File: src/rtl/irq_evt_pkg.sv
package irq_evt_pkg;

  localparam int unsigned REG_W = 32;

  // register select on the one-bit address
  typedef enum logic {
    SEL_EVENT = 1'b0,
    SEL_MASK  = 1'b1
  } reg_sel_e;

  // default bit patterns
  localparam logic [REG_W-1:0] IMPL_DFLT = 32'hE000_7FF7;
  localparam logic [REG_W-1:0] ERR_DFLT  = 32'h0000_2300;
  localparam logic [REG_W-1:0] NORM_DFLT = 32'h0000_4000;
  localparam int unsigned      SHIFT_DFLT = 16;

endpackage

File: src/rtl/irq_rst_sync.sv
module irq_rst_sync #(
  parameter int unsigned STAGES = 2
) (
  input  logic clk,
  input  logic rst_n,
  output logic rst_n_sync
);
  logic [STAGES-1:0] sync_q;
  logic [STAGES-1:0] sync_d;

  always_comb begin
    sync_d = {sync_q[STAGES-2:0], 1'b1};
  end

  always_ff @(posedge clk or negedge rst_n) begin
    if (!rst_n) sync_q <= '0;
    else        sync_q <= sync_d;
  end

  assign rst_n_sync = sync_q[STAGES-1];
endmodule

File: src/rtl/irq_evt_bank.sv
module irq_evt_bank #(
  parameter int unsigned      W    = 32,
  parameter logic [W-1:0]     IMPL = '1
) (
  input  logic         clk,
  input  logic         rst_n,
  input  logic [W-1:0] set_pulse,
  input  logic         clr_en,
  input  logic [W-1:0] clr_bits,
  output logic [W-1:0] evt_q
);
  for (genvar b = 0; b < W; b++) begin : g_bit
    if (IMPL[b]) begin : g_live
      logic bit_q, bit_d, bit_en;
      always_comb begin
        // set wins over a clear in the same cycle
        bit_en = set_pulse[b] | (clr_en & clr_bits[b]);
        bit_d  = set_pulse[b];
      end
      always_ff @(posedge clk or negedge rst_n) begin
        if (!rst_n)      bit_q <= 1'b0;
        else if (bit_en) bit_q <= bit_d;
      end
      assign evt_q[b] = bit_q;
    end else begin : g_tied
      assign evt_q[b] = 1'b0;
    end
  end
endmodule

File: src/rtl/irq_mask_reg.sv
module irq_mask_reg #(
  parameter int unsigned W = 32
) (
  input  logic         clk,
  input  logic         rst_n,
  input  logic         wr_en,
  input  logic [W-1:0] wr_data,
  output logic [W-1:0] mask_q
);
  logic [W-1:0] mask_d;

  always_comb begin
    mask_d = wr_data;
  end

  always_ff @(posedge clk or negedge rst_n) begin
    if (!rst_n)     mask_q <= '0;
    else if (wr_en) mask_q <= mask_d;
  end
endmodule

File: src/rtl/irq_gate.sv
module irq_gate #(
  parameter int unsigned  W     = 32,
  parameter int unsigned  SHIFT = 16,
  parameter logic [W-1:0] ERR   = '0,
  parameter logic [W-1:0] NORM  = '0
) (
  input  logic         clk,
  input  logic         rst_n,
  input  logic [W-1:0] evt,
  input  logic [W-1:0] mask,
  output logic         err_irq,
  output logic         norm_irq
);
  logic [W-1:0] pend;
  logic         err_d, norm_d;

  always_comb begin
    pend   = evt & (mask >> SHIFT);
    err_d  = |(pend & ERR);
    norm_d = |(pend & NORM);
  end

  always_ff @(posedge clk or negedge rst_n) begin
    if (!rst_n) begin
      err_irq  <= 1'b0;
      norm_irq <= 1'b0;
    end else begin
      err_irq  <= err_d;
      norm_irq <= norm_d;
    end
  end
endmodule

File: src/rtl/irq_evt_unit.sv
module irq_evt_unit
  import irq_evt_pkg::*;
#(
  parameter int unsigned          DATA_W     = REG_W,
  parameter int unsigned          MASK_SHIFT = SHIFT_DFLT,
  parameter logic [DATA_W-1:0]    EVT_IMPL   = IMPL_DFLT,
  parameter logic [DATA_W-1:0]    ERR_CLASS  = ERR_DFLT,
  parameter logic [DATA_W-1:0]    NORM_CLASS = NORM_DFLT
) (
  input  logic              clk,
  input  logic              rst_n,
  input  logic [DATA_W-1:0] hw_evt,
  input  logic              reg_we,
  input  logic              reg_addr,
  input  logic [DATA_W-1:0] reg_wdata,
  output logic [DATA_W-1:0] reg_rdata,
  output logic              err_irq,
  output logic              norm_irq
);
  logic              rst_n_s;
  logic [DATA_W-1:0] evt_q;
  logic [DATA_W-1:0] mask_q;
  logic              evt_wr, mask_wr;
  reg_sel_e          sel;

  always_comb begin
    sel     = reg_sel_e'(reg_addr);
    evt_wr  = reg_we && (sel == SEL_EVENT);
    mask_wr = reg_we && (sel == SEL_MASK);
  end

  irq_rst_sync #(.STAGES(2)) u_rst (
    .clk(clk), .rst_n(rst_n), .rst_n_sync(rst_n_s)
  );

  irq_evt_bank #(.W(DATA_W), .IMPL(EVT_IMPL)) u_evt (
    .clk(clk), .rst_n(rst_n_s), .set_pulse(hw_evt),
    .clr_en(evt_wr), .clr_bits(reg_wdata), .evt_q(evt_q)
  );

  irq_mask_reg #(.W(DATA_W)) u_mask (
    .clk(clk), .rst_n(rst_n_s), .wr_en(mask_wr),
    .wr_data(reg_wdata), .mask_q(mask_q)
  );

  irq_gate #(.W(DATA_W), .SHIFT(MASK_SHIFT), .ERR(ERR_CLASS), .NORM(NORM_CLASS)) u_gate (
    .clk(clk), .rst_n(rst_n_s), .evt(evt_q), .mask(mask_q),
    .err_irq(err_irq), .norm_irq(norm_irq)
  );

  always_comb begin
    reg_rdata = (sel == SEL_MASK) ? mask_q : evt_q;
  end
endmodule

File: config.mk
export PLATFORM = sky130hd
export DESIGN_NAME = irq_evt_unit
export DESIGN_NICKNAME = d
export VERILOG_FILES = /design/src/rtl/irq_evt_pkg.sv /design/src/rtl/irq_rst_sync.sv /design/src/rtl/irq_evt_bank.sv /design/src/rtl/irq_mask_reg.sv /design/src/rtl/irq_gate.sv /design/src/rtl/irq_evt_unit.sv
export SDC_FILE = /design/constraint.sdc
export NUM_CORES = 1
export LEC_CHECK = 0
export ABC_AREA = 1
export CORE_ASPECT_RATIO = 1.4
export CORE_UTILIZATION = 35
export DETAILED_ROUTE_END_ITERATION = 12
export PLACE_DENSITY = 0.67
export SYNTH_ARGS = -nofsm -noshare
export SYNTH_HDL_FRONTEND = slang
export SYNTH_HIERARCHICAL = 1
export SYNTH_SLANG_ARGS = --single-unit
File: constraint.sdc
create_clock -name clk -period 1.9 [get_ports clk]
set_clock_uncertainty 0.15 [all_clocks]
set_input_delay 0.285 -clock clk [delete_from_list [all_inputs] [get_ports clk]]
set_output_delay 0.285 -clock clk [all_outputs]
set_load 0.01 [all_outputs]
### Word-level counts from Yosys, hierarchy flattened

Index checks and enable logic that the tools add are counted.

* output and inout port bits: 34
* register bits after elaboration: 53
* bits in latches: 0
* memories kept: 0
* word-level logic and storage cells: 61
* bits in read-only memories: 0
* input port bits: 68
* bits in writable memories: 0

* reduce and logical (&&, ||, !) cells: 3
* equality and inequality tests: 0
* $add $sub $neg: 0
* order comparisons: 0
* muxes and demuxes: 1
* shift-type cells: 0
* multipliers: 0
* bitwise gates (word level): 36
* divide/modulo/power cells: 0

Operator list (number)
* 32-bit two-way mux: 1
* 1-bit AND: 17
* 1-bit OR: 17
* 15-bit AND: 1
* 3-bit OR reduction: 1
* 1-bit logical AND: 2
* 1-bit inverter: 1

### Longest topological paths before layout

* depth in word-level cells: 4
* mapped depth: 9
* mapped depth without buffers: 5

### Hierarchy

The synthesis kept the hierarchy.

By module, submodules not included
* irq_mask_reg: cells an instance 136, instances 1, area an instance 1292.5 um^2
* irq_evt_bank: cells an instance 120, instances 1, area an instance 955.9 um^2
* irq_evt_unit: cells an instance 108, instances 1, area an instance 489.2 um^2
* irq_gate: cells an instance 8, instances 1, area an instance 73.8 um^2
* irq_rst_sync: cells an instance 3, instances 1, area an instance 53.8 um^2

### Worst setup path after synthesis

Ideal clock, no wire load.

* path type: input -> register
* start point: in reg_addr
* end point: reg u_evt.g_bit[0].g_live.bit_q
* stages: 8
* buffers on the path: 4
* setup slack: 0.612 ns
* arrival time: 1.022 ns
* cell sequence: buf_6 -> buf_6 -> nor2_1 -> buf_6 -> buf_8 -> nand2_1 -> nand2_1 -> nand2_1

* longest elaborated chain between the ends: 4

RTL lines
* start, declared: RTL line irq_evt_unit.sv:14 `input logic reg_addr,`
* 1-bit inverter: RTL line irq_evt_unit.sv:28 `evt_wr = reg_we && (sel == SEL_EVENT);`
* 1-bit logical AND: RTL line irq_evt_unit.sv:28
* net evt_wr: RTL line irq_evt_unit.sv:23 `logic evt_wr, mask_wr;`
* 1-bit AND: RTL line irq_evt_bank.sv:17 `bit_en = set_pulse[b] | (clr_en & clr_bits[b]);`
* 1-bit OR: RTL line irq_evt_bank.sv:17
* end signal, assigned: RTL line irq_evt_bank.sv:22 `else if (bit_en) bit_q <= bit_d;`
* end, declared: RTL line irq_evt_bank.sv:14 `logic bit_q, bit_d, bit_en;`

The timed path passes the listed nets, and every way through them passes these cells.
A chain may end at the register's enable or synchronous reset.

### Final worst setup path

* start point: in reg_addr
* end point: out reg_rdata[13]

* longest elaborated chain between the ends: 1

RTL lines
* 32-bit two-way mux: RTL line irq_evt_unit.sv:52 `reg_rdata = (sel == SEL_MASK) ? mask_q : evt_q;`
* end, declared: RTL line irq_evt_unit.sv:16 `output logic [DATA_W-1:0] reg_rdata,`

Every way passes these cells.

==> results.yml <==
worst_setup_path:
  arrival_ps: 1390
  r2r_slack_ps: 970
  path_max_fanout: 24
  startpoint_type: "primary input"
  timing.rr.end: "u_evt/g_bit[13].g_live.bit_q"
  crit_type: "primary input to output pin"
  worstReg2RegStart: "u_rst/sync_q[1]"
  cp.required_ps: 1460
  worstSetupEndpointType: "output pin"
  rr_worst_depth: 1
timing:
  setup_viol: 0
  finalCritPeriodShare: 0.959
  fmax_ghz: 0.549
  slew_viol_final: 0
  whs_ps: 52.3
  finalSetupTns_ps: 0
  rsz0062_at_grt: "no"
  hold_viol: 0
  period_minus_slack_ps: 1820
floorplanning:
  ios: 102
  initial_core_util: 0.365
  dieHeight_um: 109
  rows: 38
  die-area_mm2: 0.00856
  die_width_um: 78.5
  core_mm2: 0.00785
clocking:
  clk_path_buf_depth: 2
  cts_sinks: 53
  htree_levels: 2
  cts_resized: 0
  clk_pin_slew_worst_paths_ps: 90
  cts_tree: "done"
  clock_latency_ps: 310
  cts_root_buffer: "clkbuf_8"
  cts-buffers-inserted: 5
worst_hold_path:
  min_path_type: "flop to async pin"
finish:
  final_common_cell: "nand2_1"
  final_area_mm2: 0.00366
  layout-drive-gt1-share: 0.0989
  nets: 512
  stdcell_count: 545
  diodes: 0
  layout_common_cells: "226 x nand2_1, 85 x clkdlybuf4s50_1, 52 x dfrtp_1"
  areaGrowthSynthToFinish_pct: 27.8
  utilization: 0.467
  n_fill_cell: 826
global_routing:
  grt_pass1_wl_um: 9900
  grt_start_max_net_pins: 33
  grt_util_met3: 0.0326
  grt_pass1_vias: 2184
  top_usage_layer: "met2"
  grt_overflow: 0
  track_usage: 0.150
  antenna_found_initial: 0
  met2_usage: 0.275
  grt_use_met1: 0.173
route:
  drc: 0
  ant_nets: 0
  vias: 2231
  drt-initial-drc-count: 65
  totalWireLength_um: 5910
  firstDrtPassIters: 4
  viasPerCell: 4.09
  avgRoutedWirePerCell_um: 10.8
yosys:
  synth_cell_types: 14
  yosysTopAreaCellShare: 0.463
  yosysSeqAreaShare: 0.463
  synth.area.top_cells: "dfrtp_1 46%, nand2_1 30%, buf_4 8.9%"
  synth-seq-cells: 53
  synth_area_mm2: 0.00287
  postSynthCellCount: 375
  avgSynthCellArea_um2: 7.64
  yosysTopAreaCell: "dfrtp_1"
  yosys_warnings: 6
place:
  dp_cells: 536
  place_hpwl_um: 4320
  place.gp.congestion: 0.728
  io_buffers: 86
  dpl-instance-area_mm2: 0.00357
pwr:
  irDropWorstVdd_mv: 0.349
  leakage_nw: 1.94
  p_per_area_mw_per_mm2: 694
run:
  cap_violations: 0
run_status:
  outcome: "finished, final reports clean"
==> cells by family (layout without fill, tap and decap cells) <==
logic type | Yosys count | in the layout | synth area share
other cells | 2 | 16 | 0.00262
flops | 53 | 53 | 0.463
simple gates | 250 | 250 | 0.347
buf+inv | 70 | 126 | 0.187
==> through the flow <==
step / worst slack [ps] / total power, mW
floorplan: 165 / 1.69
global placement: 80.9 / 1.94
detailed placement: 63.1 / 1.96
CTS: 45.6 / 2.58
global route: 3.41 / 2.70
finish: 77.8 / 2.54
==> layout make-up <==
cell class / count / area, um2 / share of cell area
sequential: 53 / 1330 / 0.362
timing repair buffer: 96 / 971 / 0.265
tap: 100 / 125 / 0.0342
clock inverter: 3 / 17.5 / 0.00478
multi-input combinational: 266 / 1060 / 0.289
inverter: 22 / 95.1 / 0.0260
clock buffer: 5 / 68.8 / 0.0188
==> sequential cells by signal (all words and copies together) (netlist names) <==
| signal | count |
|---|---|
| u_mask/mask_q | 32 |
| u_evt/g_bit.g_live.bit_q | 17 |
| u_gate/norm_irq | 1 |
| u_rst/sync_q | 2 |
| u_gate/err_irq | 1 |
==> critical path, cell delays in order <==
cell             delay (ps)
buf_2                   160
inv_6                   220
nand2_1                  90
nand2_1                  80
clkdlybuf4s50_1         530
==> report_power, final <==
group / switching (mW) / total (mW) / internal [mW]
Clock: 0.362 / 0.617 / 0.255
Combinational: 0.275 / 0.610 / 0.335
Sequential: 0.0758 / 1.32 / 1.24
==> cell usage after synthesis, drive strengths merged <==
cell / n
clkbuf: 3
nand2: 248
conb: 2
nand3: 1
nor2: 1
buf: 45
inv: 22
dfrtp: 53
==> worst max-delay path by stage <==
| stage | startpoint | endpoint | slack (ps) | depth (start not counted) |
|---|---|---|---|---|
| finish | reg_addr | reg_rdata[13] | 80 | 5 |
| global route | u_evt/g_bit[13].g_live.bit_q | reg_rdata[13] | 3 | 3 |
| CTS | u_evt/g_bit[13].g_live.bit_q | reg_rdata[13] | 50 | 3 |
| global placement | reg_addr | reg_rdata[13] | 80 | 5 |
| detailed placement | reg_addr | reg_rdata[13] | 60 | 5 |
| floorplan | u_rst/sync_q[1] | u_evt/g_bit[0].g_live.bit_q | 170 | 0 |
==> timing repair <==
item | in CTS | in global routing
hold buffers | 1 | 0
hold endpoints to repair | 2 | 0
buffers inserted | 0 | 0
==> per-layer routing <==
layer  routed length [um]  share of wire
met1                 2520           0.43
met2                 3080           0.52
met3                  251          0.042
met4                   64          0.011
met5                    0              0
(Power assumes the default switching activity.)
